==> src/rtl/msi_evq_pkg.sv <==
package msi_evq_pkg;
   localparam int MSI_W   = 16;
   localparam int ENTRY_W = 32;

   typedef enum logic [1:0] {
      REG_BASE = 2'd0,
      REG_HEAD = 2'd1,
      REG_MAP  = 2'd2
   } reg_kind_e;

   typedef enum logic {
      ENG_IDLE  = 1'b0,
      ENG_WRITE = 1'b1
   } eng_state_e;
endpackage

==> src/rtl/msi_evq_ring.sv <==
module msi_evq_ring #(
   parameter int ADDR_W = 32,
   parameter int PTR_W  = 6
) (
   input  logic              clk,
   input  logic              rst_n,
   input  logic              base_we,
   input  logic [ADDR_W-1:0] base_in,
   input  logic              head_we,
   input  logic [PTR_W-1:0]  head_in,
   input  logic              adv,
   output logic [ADDR_W-1:0] base,
   output logic [PTR_W-1:0]  tail,
   output logic [PTR_W-1:0]  head,
   output logic              full,
   output logic              pending
);
   always_ff @(posedge clk) begin
      if (!rst_n) begin
         base <= '0;
         tail <= '0;
         head <= '0;
      end else begin
         if (base_we) base <= base_in;
         if (head_we) head <= head_in;
         if (adv)     tail <= tail + 1'b1;
      end
   end

   always_comb begin
      full    = (PTR_W'(tail + 1'b1) == head);
      pending = (tail != head);
   end
endmodule

==> src/rtl/msi_evq_map.sv <==
module msi_evq_map #(
   parameter int NQ       = 4,
   parameter int MAP_BITS = 2,
   parameter int QW       = 2
) (
   input  logic                clk,
   input  logic                rst_n,
   input  logic                we,
   input  logic [MAP_BITS-1:0] widx,
   input  logic [QW-1:0]       wq,
   input  logic [MAP_BITS-1:0] ridx,
   output logic [QW-1:0]       rq
);
   localparam int ENTRIES = 1 << MAP_BITS;

   logic [QW-1:0] tbl [ENTRIES];

   for (genvar e = 0; e < ENTRIES; e++) begin : g_ent
      always_ff @(posedge clk) begin
         if (!rst_n)                          tbl[e] <= QW'(e % NQ);
         else if (we && widx == MAP_BITS'(e)) tbl[e] <= wq;
      end
   end

   assign rq = tbl[ridx];
endmodule

==> src/rtl/msi_evq_engine.sv <==
module msi_evq_engine
   import msi_evq_pkg::*;
#(
   parameter int ADDR_W = 32,
   parameter int PTR_W  = 6,
   parameter int QW     = 2
) (
   input  logic               clk,
   input  logic               rst_n,
   input  logic               msi_valid,
   input  logic [MSI_W-1:0]   msi_data,
   output logic               msi_ready,
   input  logic [QW-1:0]      tgt_q,
   input  logic               tgt_full,
   input  logic [ADDR_W-1:0]  tgt_base,
   input  logic [PTR_W-1:0]   tgt_tail,
   output logic               mem_req,
   output logic [ADDR_W-1:0]  mem_addr,
   output logic [ENTRY_W-1:0] mem_wdata,
   input  logic               mem_ack,
   output logic               adv,
   output logic [QW-1:0]      cur_q
);
   eng_state_e state;
   logic       accept;

   always_comb begin
      msi_ready = (state == ENG_IDLE) && !tgt_full;
      accept    = msi_valid && msi_ready;
      mem_req   = (state == ENG_WRITE);
      adv       = mem_req && mem_ack;
   end

   always_ff @(posedge clk) begin
      if (!rst_n) begin
         state     <= ENG_IDLE;
         mem_addr  <= '0;
         mem_wdata <= '0;
         cur_q     <= '0;
      end else begin
         case (state)
            ENG_IDLE: if (accept) begin
               state     <= ENG_WRITE;
               mem_addr  <= tgt_base + ({{(ADDR_W-PTR_W){1'b0}}, tgt_tail} << 2);
               mem_wdata <= {{(ENTRY_W-MSI_W){1'b0}}, msi_data};
               cur_q     <= tgt_q;
            end
            ENG_WRITE: if (mem_ack) state <= ENG_IDLE;
            default:   state <= ENG_IDLE;
         endcase
      end
   end
endmodule

==> src/rtl/msi_evq_writer.sv <==
module msi_evq_writer
   import msi_evq_pkg::*;
#(
   parameter int NQ       = 4,
   parameter int DEPTH    = 64,
   parameter int ADDR_W   = 32,
   parameter int MAP_BITS = 2,
   localparam int QW      = $clog2(NQ),
   localparam int PTR_W   = $clog2(DEPTH)
) (
   input  logic                clk,
   input  logic                rst_n,
   input  logic                msi_valid,
   input  logic [15:0]         msi_data,
   output logic                msi_ready,
   output logic                mem_req,
   output logic [ADDR_W-1:0]   mem_addr,
   output logic [31:0]         mem_wdata,
   input  logic                mem_ack,
   input  logic                reg_we,
   input  logic [1:0]          reg_kind,
   input  logic [MAP_BITS-1:0] reg_idx,
   input  logic [ADDR_W-1:0]   reg_wdata,
   input  logic [QW-1:0]       tail_rd_sel,
   output logic [PTR_W-1:0]    tail_rd,
   output logic [NQ-1:0]       irq
);
   if (NQ < 2 || (1 << QW) != NQ) begin : g_bad_nq
      $error("NQ must be a power of two and at least 2");
   end
   if (DEPTH < 4 || (1 << PTR_W) != DEPTH) begin : g_bad_depth
      $error("DEPTH must be a power of two and at least 4");
   end
   if (MAP_BITS < QW) begin : g_bad_map
      $error("MAP_BITS must be at least QW");
   end
   if (ADDR_W <= PTR_W + 2) begin : g_bad_addr
      $error("ADDR_W too narrow for ring offsets");
   end

   logic [ADDR_W-1:0]     base_a [NQ];
   logic [PTR_W-1:0]      tail_a [NQ];
   logic [PTR_W-1:0]      head_a [NQ];
   logic [NQ-1:0]         full_v;
   logic [NQ*PTR_W-1:0]   tail_flat;
   logic [QW-1:0]         tgt_q;
   logic [QW-1:0]         cur_q;
   logic                  adv;
   logic [QW-1:0]         reg_ring;

   assign reg_ring = reg_idx[QW-1:0];

   msi_evq_map #(.NQ(NQ), .MAP_BITS(MAP_BITS), .QW(QW)) map_i (
      .clk  (clk),
      .rst_n(rst_n),
      .we   (reg_we && reg_kind == REG_MAP),
      .widx (reg_idx),
      .wq   (reg_wdata[QW-1:0]),
      .ridx (msi_data[MAP_BITS-1:0]),
      .rq   (tgt_q)
   );

   for (genvar q = 0; q < NQ; q++) begin : g_ring
      msi_evq_ring #(.ADDR_W(ADDR_W), .PTR_W(PTR_W)) ring_i (
         .clk    (clk),
         .rst_n  (rst_n),
         .base_we(reg_we && reg_kind == REG_BASE && reg_ring == QW'(q)),
         .base_in(reg_wdata),
         .head_we(reg_we && reg_kind == REG_HEAD && reg_ring == QW'(q)),
         .head_in(reg_wdata[PTR_W-1:0]),
         .adv    (adv && cur_q == QW'(q)),
         .base   (base_a[q]),
         .tail   (tail_a[q]),
         .head   (head_a[q]),
         .full   (full_v[q]),
         .pending(irq[q])
      );
      assign tail_flat[q*PTR_W +: PTR_W] = tail_a[q];
   end

   msi_evq_engine #(.ADDR_W(ADDR_W), .PTR_W(PTR_W), .QW(QW)) eng_i (
      .clk      (clk),
      .rst_n    (rst_n),
      .msi_valid(msi_valid),
      .msi_data (msi_data),
      .msi_ready(msi_ready),
      .tgt_q    (tgt_q),
      .tgt_full (full_v[tgt_q]),
      .tgt_base (base_a[tgt_q]),
      .tgt_tail (tail_a[tgt_q]),
      .mem_req  (mem_req),
      .mem_addr (mem_addr),
      .mem_wdata(mem_wdata),
      .mem_ack  (mem_ack),
      .adv      (adv),
      .cur_q    (cur_q)
   );

   assign tail_rd = tail_a[tail_rd_sel];
endmodule

==> config.mk <==
export PLATFORM = sky130hd
export DESIGN_NAME = msi_evq_writer
export DESIGN_NICKNAME = d
export VERILOG_FILES = /design/src/rtl/msi_evq_pkg.sv /design/src/rtl/msi_evq_ring.sv /design/src/rtl/msi_evq_map.sv /design/src/rtl/msi_evq_engine.sv /design/src/rtl/msi_evq_writer.sv
export SDC_FILE = /design/constraint.sdc
export NUM_CORES = 1
export LEC_CHECK = 0
export BUFFER_PORTS_ARGS = -buffer_cell sky130_fd_sc_hd__buf_4
export CORE_MARGIN = 4
export CORE_UTILIZATION = 45
export CTS_CLUSTER_DIAMETER = 30
export CTS_CLUSTER_SIZE = 30
export DETAILED_ROUTE_END_ITERATION = 16
export PLACE_DENSITY = 0.64
export RECOVER_POWER = 100
export SETUP_SLACK_MARGIN = 0.3
export SLEW_MARGIN = 20
export SYNTH_ARGS = -nofsm -noshare
export SYNTH_HDL_FRONTEND = slang
export SYNTH_SLANG_ARGS = --single-unit
==> constraint.sdc <==
create_clock -name clk -period 14 [get_ports clk]
set_input_delay 2.1 -clock clk [delete_from_list [all_inputs] [get_ports clk]]
set_output_delay 2.1 -clock clk [all_outputs]
set_load 0.1 [all_outputs]
==> summary.md, run 1 <==
| Metric | Value |
|---|---|
| Initial antenna violation count | `0` |
| Clock-pin slew on the worst setup and hold paths | `50 ps` |
| Remaining DRCs | `0` |
| Violated checks | `max-capacitance violations, max-slew violations` |
| Layout cells sized above 1 | `13.6%` |
| Nets@finish | `1,475` |
| Slew Limit Fails | `266` |
| Clk buf depth | `3` |
| Post-synth EDFFs | `8` |
| Depth of the CTS H-tree | `2` |
| Mean Syn Cell Area | `8.64 sq um` |
| GPL Wtd Cong | `0.838` |
| Slew @ Worst Pin | `4100 ps` |
| Req. time, crit path | `14,410 ps` |
| TritonRoute pass-1 iters | `5` |
| Site Rows | `57` |
| Number of global-route vias before repair | `8,968` |
| HPWL after DPL | `19,100 um` |
| PostCTS Resize Cnt | `0` |
| Crit end category | `register` |
| CP arrival | `9330 ps` |
| # fillers | `2,298` |
| Max Cap Viol | `3` |
| Final core utilization | `56.3%` |
| Pin count of the biggest net entering global routing | `120` |
| Mapped cell area | `11,400 sq um` |
| Initial detailed-routing violation count | `701` |
| CP Max Fanout | `119` |
| Boundary Pins | `135` |
| # setup viols final | `0` |
| Hold Vio Cnt, Final | `0` |
| Remaining Overflow, GRT | `0` |
| LEAKAGE | `5.25 nW` |
| Max Clock Freq | `0.112 GHz` |
| DR vias | `9,492` |
| Global-route wire length before repair | `48,500 um` |
| DRT Wirelength | `30,700 um` |
| Post-DRT Antenna Nets | `0` |
| Delay-heaviest family, CP | `buffers and inverters` |
| Footprint of the multi-input gates | `6070 sq um` |
| Die W | `167 um` |
| Max IR drop VDD | `0.0777 mV` |
| Setup Crit Path Kind | `in2reg` |
| Cells after synthesis | `1,317` |
| Area delta synth->final | `21.6%` |
| Worst-Skew Late Latency | `540 ps` |
| Buffers plus inverters on the worst setup path | `3` |
| GRT Total Usage | `21.1%` |
| Tightest Hold Check Type | `reg2reg` |
| Critical Path, Cell by Cell | `clkbuf_1, clkinvlp_2, clkbuf_1, a21oi_1` |
| CP max-delay cell | `clkinvlp_2` |
| Clk_skew | `14.4 ps` |
| FF+latch area | `4780 sq um` |
| Synth Warn # | `0` |
| Starting density of the core | `46.3%` |
| Crit path time final | `8920 ps` |
| CTS tree | `yes` |
| # Post-CTS Setup Buffers | `0` |
| Ys flop type | `dfxtp_1` |
| CTS root buf | `clkbuf_16` |
| Vias/cell | `5.35` |
| Die H | `167 um` |
| Setup TNS | `0 ps` |
| Rel. slew slack | `-175%` |
| # diodes | `0` |
| PortBufs | `118` |
| Pwr dens | `158 nW/um^2` |
| Hold bufs inserted after CTS | `0` |
| Num CTS Buffers | `53` |
| WL/cell | `17.3 um` |
| RSZ-0062 raised after global routing | `false` |
| Status | `finished with violations` |
| Die area | `27,900 sq um` |
| CP max stage delay | `3580 ps` |
| Ys async rst share | `0%` |
| Final worst path period share | `63.7%` |
| Clock sink count | `235` |
| Seq/Total Area, Yosys | `42.0%` |
| Most frequent CP cell | `clkbuf_1` |
| Synthesized flop and latch total | `235` |
| Post-synth cell types | `62` |
| Core area | `24,600 sq um` |
| Startpoint types | `primary input` |
==> per-layer routing <==
| metal | share of wire (%) | global-route usage, % | vias up |
|---|---|---|---|
| met4 | 1.3 | 5.16 | 0 |
| met3 | 6.1 | 4.29 | 35 |
| met5 | 0 | 0 | - |
| met2 | 44 | 31.8 | 266 |
| met1 | 48 | 31.0 | 4496 |
| li1 | - | - | 4695 |
==> tightest hold or removal path: stages, from the launching register on <==
cell,delay [ps]
dfxtp_1,300
nand2_1,50
a21oi_1,50
==> cell families after synthesis <==
kind of cell | count (synthesis) | synth area share [%]
buffers and inverters | 125 | 5.40
multiplexers | 149 | 15.6
AO/OA/AOI/OAI | 232 | 11.6
other | 1 | 0.0329
flip-flops | 235 | 42.0
adder cells (fa/ha/maj) | 11 | 1.28
XOR/XNOR | 62 | 4.90
AND/OR/NAND/NOR | 502 | 19.2
==> final timing paths <==
check,slack (ps),endpoint,from,cells after the start
worst min register to register,450,g_ring[2].ring_i.base[31],g_ring[2].ring_i.base[31],2
worst max-delay path,5080,g_ring[1].ring_i.base[20],rst_n,4
worst max register to register,7510,eng_i.mem_addr[25],map_i.tbl[1][1],10
worst min-delay path,450,g_ring[2].ring_i.base[31],g_ring[2].ring_i.base[31],2
==> cell usage after synthesis (3+ instances only) <==
| library cell | n | area [sq um] |
|---|---|---|
| edfxtp_1 | 8 | 240 |
| a21o_1 | 4 | 30.0 |
| nand4_1 | 9 | 56.3 |
| a21oi_1 | 144 | 721 |
| nor2_1 | 100 | 375 |
| mux4_2 | 22 | 495 |
| or3_1 | 12 | 75.1 |
| nand2b_1 | 9 | 56.3 |
| or2_2 | 3 | 18.8 |
| a31o_2 | 3 | 26.3 |
| nor4_1 | 7 | 43.8 |
| nor4b_1 | 3 | 26.3 |
| buf_1 | 6 | 22.5 |
| buf_2 | 9 | 45.0 |
| inv_1 | 13 | 48.8 |
| o31ai_1 | 9 | 67.6 |
| clkbuf_1 | 71 | 267 |
| or4_1 | 6 | 45.0 |
| o211a_1 | 3 | 30.0 |
| nor3b_1 | 3 | 22.5 |
| o21a_1 | 6 | 45.0 |
| nand2_1 | 290 | 1090 |
| xnor2_1 | 22 | 193 |
| and3_1 | 3 | 18.8 |
| nor2b_1 | 7 | 43.8 |
| xor2_1 | 39 | 342 |
| mux2i_1 | 123 | 1230 |
| buf_4 | 21 | 158 |
| buf_6 | 3 | 33.8 |
| ha_1 | 10 | 125 |
| nand3b_1 | 6 | 45.0 |
| a21boi_0 | 3 | 22.5 |
| mux2_2 | 3 | 33.8 |
| o21ai_0 | 29 | 145 |
| and2_1 | 4 | 25.0 |
| dfxtp_1 | 227 | 4540 |
| a31oi_1 | 12 | 75.1 |
| o311ai_0 | 4 | 35.0 |
| nand3_1 | 19 | 95.1 |
| nor3_1 | 12 | 60.1 |
==> layout make-up <==
cell class | count | share of cell area (%)
Timing Repair Buffer | 130 | 5.23
Sequential cell | 235 | 34.6
Clock buffer | 66 | 10.5
Inverter | 13 | 0.362
Multi-Input combinational cell | 972 | 43.8
Tap cell | 324 | 2.93
Clock inverter | 33 | 2.58
==> power breakdown <==
group | internal (mW) | switching (mW) | leakage, nW | total, mW
clock network | 0.830 | 0.399 | 0.881 | 1.23
registers | 0.694 | 0.0116 | 1.92 | 0.705
logic | 0.0614 | 0.196 | 2.46 | 0.257
total | 1.59 | 0.606 | 5.25 | 2.19
==> metrics by stage <==
| stage | cells | setup slack (ps) | area, sq um | hold slack (ps) | total power, mW |
|---|---|---|---|---|---|
| after CTS | 1773 | 7660 | 14100 | 451 | 2.22 |
| after global placement | 1674 | 7650 | 12300 | 439 | 0.981 |
| after global routing | 1773 | 4310 | 13800 | 464 | 2.26 |
| after floorplan | 1332 | 6570 | 11400 | 433 | 0.927 |
| final | 1773 | 5080 | 13800 | 449 | 2.19 |
| after detailed placement | 1674 | 7640 | 12300 | 445 | 0.983 |
==> cells in the final DEF (no fill, tap or decap), types with 8 or more instances in the layout <==
cell / count
nand2_1: 290
dfxtp_1: 227
a21oi_1: 144
mux2i_1: 123
nor2_1: 97
clkbuf_1: 72
buf_4: 63
clkbuf_16: 53
xor2_1: 39
o21ai_0: 29
xnor2_1: 22
mux4_2: 21
nand3_1: 18
conb_1: 16
or3_1: 13
inv_1: 12
a31oi_1: 12
nor3_1: 11
ha_1: 10
clkinv_4: 10
nand2b_1: 9
nand4_1: 9
o31ai_1: 9
clkbuf_8: 8
edfxtp_1: 8
==> flip-flops by register name, indices dropped and copies added (netlist names) <==
name,cells
g_ring.ring_i.base,128
eng_i.mem_addr,32
g_ring.ring_i.head,24
g_ring.ring_i.tail,24
eng_i.mem_wdata,16
map_i.tbl,8
eng_i.cur_q,2
eng_i.mem_req,1
No activity file was read; power rests on OpenSTA's default activity.
==> run 2: changes to the inputs <==
- clock period: 14 -> 9.28 ns (I/O delays scaled with it)
==> summary.md, run 2 (synthesized netlist as in run 1, its figures left out) <==
| Metric | Value |
|---|---|
| GRT Total Usage | `21.6% (+0.51 points)` |
| Post-DRT Antenna Nets | `0 (unchanged)` |
| FF+latch area | `4780 sq um (unchanged)` |
| Max Cap Viol | `2 (-1)` |
| Site Rows | `57 (unchanged)` |
| Setup TNS | `0 ps (unchanged)` |
| Max Clock Freq | `0.148 GHz` |
| PostCTS Resize Cnt | `0 (unchanged)` |
| Commonest non-fill, non-tap cell in the layout | `nand2_1` |
| Num CTS Buffers | `46 (-13%)` |
| Pin count of the biggest net entering global routing | `131 (+9.2%)` |
| Nets@finish | `1,467 (-0.54%)` |
| Initial antenna violation count | `0 (unchanged)` |
| Setup Crit Path Kind | `in2reg` |
| PortBufs | `118 (unchanged)` |
| Tightest Hold Check Type | `reg2reg` |
| # Post-CTS Setup Buffers | `0 (unchanged)` |
| Remaining Overflow, GRT | `0 (unchanged)` |
| Global-route wire length before repair | `49,600 um (+2.2%)` |
| Area delta synth->final | `20.3%` |
| Hold_sp | `g_ring[1].ring_i.base[20]` |
| LEAKAGE | `5.19 nW (-1.3%)` |
| Non-filler cells, final | `1,759 (-0.79%)` |
| TritonRoute pass-1 iters | `6 (+1)` |
| Crit end category | `register` |
| Hold Vio Cnt, Final | `0 (unchanged)` |
| Crit path time final | `6770 ps` |
| Slew Limit Fails | `164 (-38%)` |
| Violated checks | `max-capacitance violations, max-slew violations` |
| Status | `finished with violations` |
| RSZ-0062 raised after global routing | `false` |
| Layout cells sized above 1 | `12.9% (-0.70 points)` |
| Vias/cell | `5.39 (+0.73%)` |
| Die area | `27,900 sq um (unchanged)` |
| # setup viols final | `0 (unchanged)` |
| Rel. slew slack | `-207% (-32 points)` |
| CTS tree | `yes` |
| Critical Path Start | `rst_n` |
| Final worst path period share | `72.9%` |
| # diodes | `0 (unchanged)` |
| WL/cell | `17.5 um (+1.4%)` |
| Pwr dens | `234 nW/um^2 (+48%)` |
| Top reg by flops | `g_ring.ring_i.base` |
| Req. time, crit path | `9540 ps (-4870 ps)` |
| # fillers | `2,286 (-0.52%)` |
| Footprint of the multi-input gates | `6070 sq um (about the same)` |
| Clock-pin slew on the worst setup and hold paths | `50 ps (about the same)` |
| Cells after DPL | `1,673 (-0.060%)` |
| Clk_skew | `14.6 ps (+0.265 ps)` |
| CP Max Fanout | `130 (+9.2%)` |
| DRT Wirelength | `30,900 um (+0.62%)` |
| CTS root buf | `clkbuf_16` |
| Initial detailed-routing violation count | `774 (+10%)` |
| R2r setup slk | `4630 ps (-2880 ps)` |
| Clk buf depth | `3 (unchanged)` |
| Total chip power | `3.20 mW (+46%)` |
| Leading registers by flop count | `g_ring.ring_i.base: 128 flops, eng_i.mem_addr: 32 flops` |
| Startpoint types | `primary input` |
| Setup crit end | `map_i.tbl[3][1]` |
| Max FFs per register | `128 (unchanged)` |
| FF-to-FF Start | `map_i.tbl[1][1]` |
| HPWL after DPL | `19,200 um (+0.34%)` |
| Worst-Skew Late Latency | `540 ps (about the same)` |
| FF-to-FF End | `eng_i.mem_addr[28]` |
| Number of global-route vias before repair | `9,171 (+2.3%)` |
| Die H | `167 um (unchanged)` |
| Clock sink count | `235 (unchanged)` |
| Boundary Pins | `135 (unchanged)` |
| Slew @ Worst Pin | `4580 ps (+476 ps)` |
| Die W | `167 um (unchanged)` |
| Commonest cells after routing, fill and taps aside | `nand2_1 (289), dfxtp_1 (227), a21oi_1 (144), mux2i_1 (123), nor2_1 (97)` |
| CP arrival | `7030 ps (-2300 ps)` |
| Core area | `24,600 sq um (unchanged)` |
| Remaining DRCs | `0 (unchanged)` |
| GPL Wtd Cong | `0.848 (+1.1%)` |
| FF-to-FF path depth | `12 (+2)` |
| DR vias | `9,486 (-0.063%)` |
| Hold bufs inserted after CTS | `0 (unchanged)` |
| Starting density of the core | `46.3% (unchanged)` |
| Max IR drop VDD | `0.127 mV (+64%)` |
| Depth of the CTS H-tree | `2 (unchanged)` |
[run 2: metal layers]
metal	vias to the layer above	wire [um]	GRT usage, %
met5	-	0	0
met1	4484	14900	31.5
li1	4672	-	-
met4	0	606	5.62
met3	52	1700	4.03
met2	278	13600	33.0
[run 2: cell type report]
| type | count | area share, % |
|---|---|---|
| clock inverter | 29 | 3.02 |
| multi-input combinational | 972 | 44.3 |
| tap | 324 | 2.96 |
| inverter | 13 | 0.365 |
| sequential | 235 | 34.9 |
| clock buffer | 57 | 9.07 |
| timing repair buffer | 129 | 5.32 |
[run 2: worst max-delay path, cell delays in order]
cell	delay, ps
buf_4	250
clkinvlp_2	3450
or2_2	1670
nor2_1	160
nand3_1	90
[run 2: how the worst min path moves through the flow]
| stage | depth (start not counted) | end |
|---|---|---|
| 2_1_floorplan | 2 | g_ring[3].ring_i.base[31] |
| 3_3_place_gp | 2 | g_ring[3].ring_i.base[31] |
| 3_5_place_dp | 2 | g_ring[3].ring_i.base[5] |
| 4_1_cts | 2 | g_ring[3].ring_i.base[5] |
| 5_1_grt | 2 | g_ring[3].ring_i.base[29] |
| 6_report | 2 | g_ring[1].ring_i.base[20] |
[run 2: where the power goes]
| part | leakage (nW) | internal (mW) | switching [mW] |
|---|---|---|---|
| clock | 0.803 | 1.20 | 0.549 |
| sequential | 1.92 | 1.05 | 0.0180 |
| combinational | 2.47 | 0.0892 | 0.296 |
| total | 5.19 | 2.34 | 0.863 |
[run 2: metrics by stage]
| step | cell area (sq um) | util (%) | setup WS, ps | hold slack, ps |
|---|---|---|---|---|
| 4_1_cts | 13900 | 56.7 | 3950 | 450 |
| 6_report | 13700 | 55.7 | 2510 | 451 |
| 5_1_grt | 13700 | 55.7 | 1830 | 470 |
| 3_3_place_gp | 12300 | 49.9 | 3480 | 439 |
| 3_5_place_dp | 12300 | 49.9 | 3430 | 444 |
| 2_1_floorplan | 11400 | - | 3270 | 433 |
==> run 3: changes to the inputs <==
- clock period: 9.28 -> 6.6 ns (I/O delays scaled with it)
==> summary.md, run 3 (synthesized netlist as in run 1, its figures left out) <==
| Metric | Value |
|---|---|
| Status | `finished with violations` |
| Violated checks | `max-capacitance violations, max-slew violations` |
| Max Clock Freq | `0.199 GHz` |
| CP arrival | `4030 ps (-3000 ps)` |
| Hold bufs inserted after CTS | `0 (unchanged)` |
| Setup Crit Path Kind | `in2out` |
| # setup viols final | `0 (unchanged)` |
| Post-DRT Antenna Nets | `0 (unchanged)` |
| Final worst path period share | `76.1%` |
| CP max-delay cell | `clkbuf_1` |
| CP max stage delay | `870 ps (-2580 ps)` |
| Non-filler cells, final | `1,762 (+0.17%)` |
| R2r setup slk | `2170 ps (-2460 ps)` |
| Buffers plus inverters on the worst setup path | `3 (+1)` |
| CTS root buf | `clkbuf_16` |
| Hold Vio Cnt, Final | `0 (unchanged)` |
| Commonest cells after routing, fill and taps aside | `nand2_1 (290), dfxtp_1 (227), a21oi_1 (144), mux2i_1 (123), nor2_1 (97)` |
| Worst-Skew Late Latency | `530 ps (about the same)` |
| Die area | `27,900 sq um (unchanged)` |
| RSZ-0062 raised after global routing | `false` |
| Pin count of the biggest net entering global routing | `122 (-6.9%)` |
| Number of global-route vias before repair | `8,934 (-2.6%)` |
| Pwr dens | `319 nW/um^2 (+37%)` |
| Initial antenna violation count | `0 (unchanged)` |
| FF-to-FF Start | `map_i.tbl[0][1]` |
| Hold path endpoint | `g_ring[0].ring_i.base[5]` |
| Crit path time final | `5020 ps` |
| Site Rows | `57 (unchanged)` |
| DRT Wirelength | `30,700 um (-0.66%)` |
| Crit end category | `primary output` |
| Cells after DPL | `1,674 (+0.060%)` |
| Tightest Hold Check Type | `reg2reg` |
| Clk buf depth | `3 (unchanged)` |
| Remaining Overflow, GRT | `0 (unchanged)` |
| Req. time, crit path | `5610 ps (-3930 ps)` |
| Die W | `167 um (unchanged)` |
| CP Max Fanout | `27 (-79%)` |
| CTS tree | `yes` |
| Worst hold path depth | `2 (unchanged)` |
| WL/cell | `17.4 um (-0.83%)` |
| Global-route wire length before repair | `48,800 um (-1.6%)` |
| PortBufs | `118 (unchanged)` |
| FF-to-FF End | `eng_i.mem_addr[28]` |
| Clock sink count | `235 (unchanged)` |
| Remaining DRCs | `0 (unchanged)` |
| Startpoint types | `primary input` |
| PostCTS Resize Cnt | `0 (unchanged)` |
| Setup TNS | `0 ps (unchanged)` |
| Slew Limit Fails | `169 (+3.0%)` |
| TritonRoute pass-1 iters | `5 (-1)` |
| Max IR drop VDD | `0.174 mV (+37%)` |
| Commonest non-fill, non-tap cell in the layout | `nand2_1` |
| Die H | `167 um (unchanged)` |
| Nets@finish | `1,469 (+0.14%)` |
| Top reg by flops | `g_ring.ring_i.base` |
| Clock-pin slew on the worst setup and hold paths | `50 ps (about the same)` |
| LEAKAGE | `5.18 nW (-0.17%)` |
| Critical Path, Cell by Cell | `clkbuf_1, mux4_4, buf_4, o2111ai_1, o2bb2ai_1, mux2_2, nor2_1, clkbuf_1` |
| FF-to-FF path depth | `11 (-1)` |
| Starting density of the core | `46.3% (unchanged)` |
| Slew @ Worst Pin | `1920 ps (-2660 ps)` |
| Initial detailed-routing violation count | `737 (-4.8%)` |
| Finished Cell Area | `13,600 sq um (-0.58%)` |
| Final core utilization | `55.3% (-0.33 points)` |
| Leading registers by flop count | `g_ring.ring_i.base: 128 flops, eng_i.mem_addr: 32 flops` |
| Most frequent CP cell | `clkbuf_1` |
| Area delta synth->final | `19.6%` |
| Rel. slew slack | `-27.7% (+180 points)` |
| Boundary Pins | `135 (unchanged)` |
| Core area | `24,600 sq um (unchanged)` |
| HPWL after DPL | `19,400 um (+1.0%)` |
| DR vias | `9,494 (+0.084%)` |
| Hold_sp | `g_ring[0].ring_i.base[5]` |
| GRT Total Usage | `21.1% (-0.46 points)` |
| Max Cap Viol | `2 (unchanged)` |
| # Post-CTS Setup Buffers | `0 (unchanged)` |
| Post-Place Cell Area | `12,300 sq um (about the same)` |
| Clk_skew | `10.7 ps (-3.94 ps)` |
| Delay-heaviest family, CP | `buffers and inverters` |
| Vias/cell | `5.39 (about the same)` |
| Max FFs per register | `128 (unchanged)` |
| Depth of the CTS H-tree | `2 (unchanged)` |
| GPL Wtd Cong | `0.857 (+1.1%)` |
| Num CTS Buffers | `47 (+2.2%)` |
| Layout cells sized above 1 | `13.1% (+0.19 points)` |
[run 3: cell types whose count changed in the layout (fill, tap and decap cells not counted), sizes merged]
cell	previous run	this run
clkbuf	121	124
bufinv	9	4
diode	0	1
inv	15	18
clkinvlp	5	0
clkinv	13	19
[run 3: where the power goes]
part / leakage [nW] / total [mW] / switching (mW) / internal (mW)
clock: 0.786 / 2.31 / 0.775 / 1.53
combinational: 2.48 / 0.542 / 0.415 / 0.126
sequential: 1.92 / 1.50 / 0.0242 / 1.47
[run 3: worst max path at each step]
stage | from | to | slack [ps] | cells after the start
after floorplan | msi_data[0] | eng_i.mem_addr[28] | 1070 | 17
after global placement | msi_data[0] | eng_i.mem_addr[28] | 1520 | 12
after detailed placement | msi_data[0] | eng_i.mem_addr[28] | 1480 | 12
after CTS | msi_data[0] | eng_i.mem_addr[28] | 1980 | 12
after global routing | msi_data[0] | msi_ready | 1490 | 8
final | msi_data[0] | msi_ready | 1580 | 8
[run 3: area by class of cell]
type	count	area, sq um
fill	2298	11000
antenna	1	2.50
inverter	13	53.8
multi-input combinational	972	6070
timing repair buffer	130	734
clock inverter	28	283
tap	324	405
clock buffer	59	1280
sequential	235	4780
[run 3: stage by stage]
step | power (mW) | setup slack [ps] | hold WS [ps]
6_report | 4.35 | 1580 | 449
5_1_grt | 4.49 | 1490 | 467
4_1_cts | 4.40 | 1980 | 453
3_5_place_dp | 2.09 | 1480 | 446
3_3_place_gp | 2.08 | 1520 | 440
2_1_floorplan | 1.97 | 1070 | 433
[run 3: worst reg2reg max path, stage by stage (launching register included)]
cell,delay [ps]
edfxtp_1,360
mux4_4,770
buf_4,350
mux4_2,480
ha_1,330
nor2b_1,140
o21ai_0,110
a21oi_1,260
o211ai_1,310
or3_1,540
or4_1,480
a31oi_1,190
[run 3: routing by layer]
metal	GRT usage, %	vias to the layer above	share of wire, %
li1	-	4673	-
met1	31.1	4478	48
met2	31.6	299	43
met3	4.03	44	6.7
met4	6.12	0	1.8
met5	0	-	0
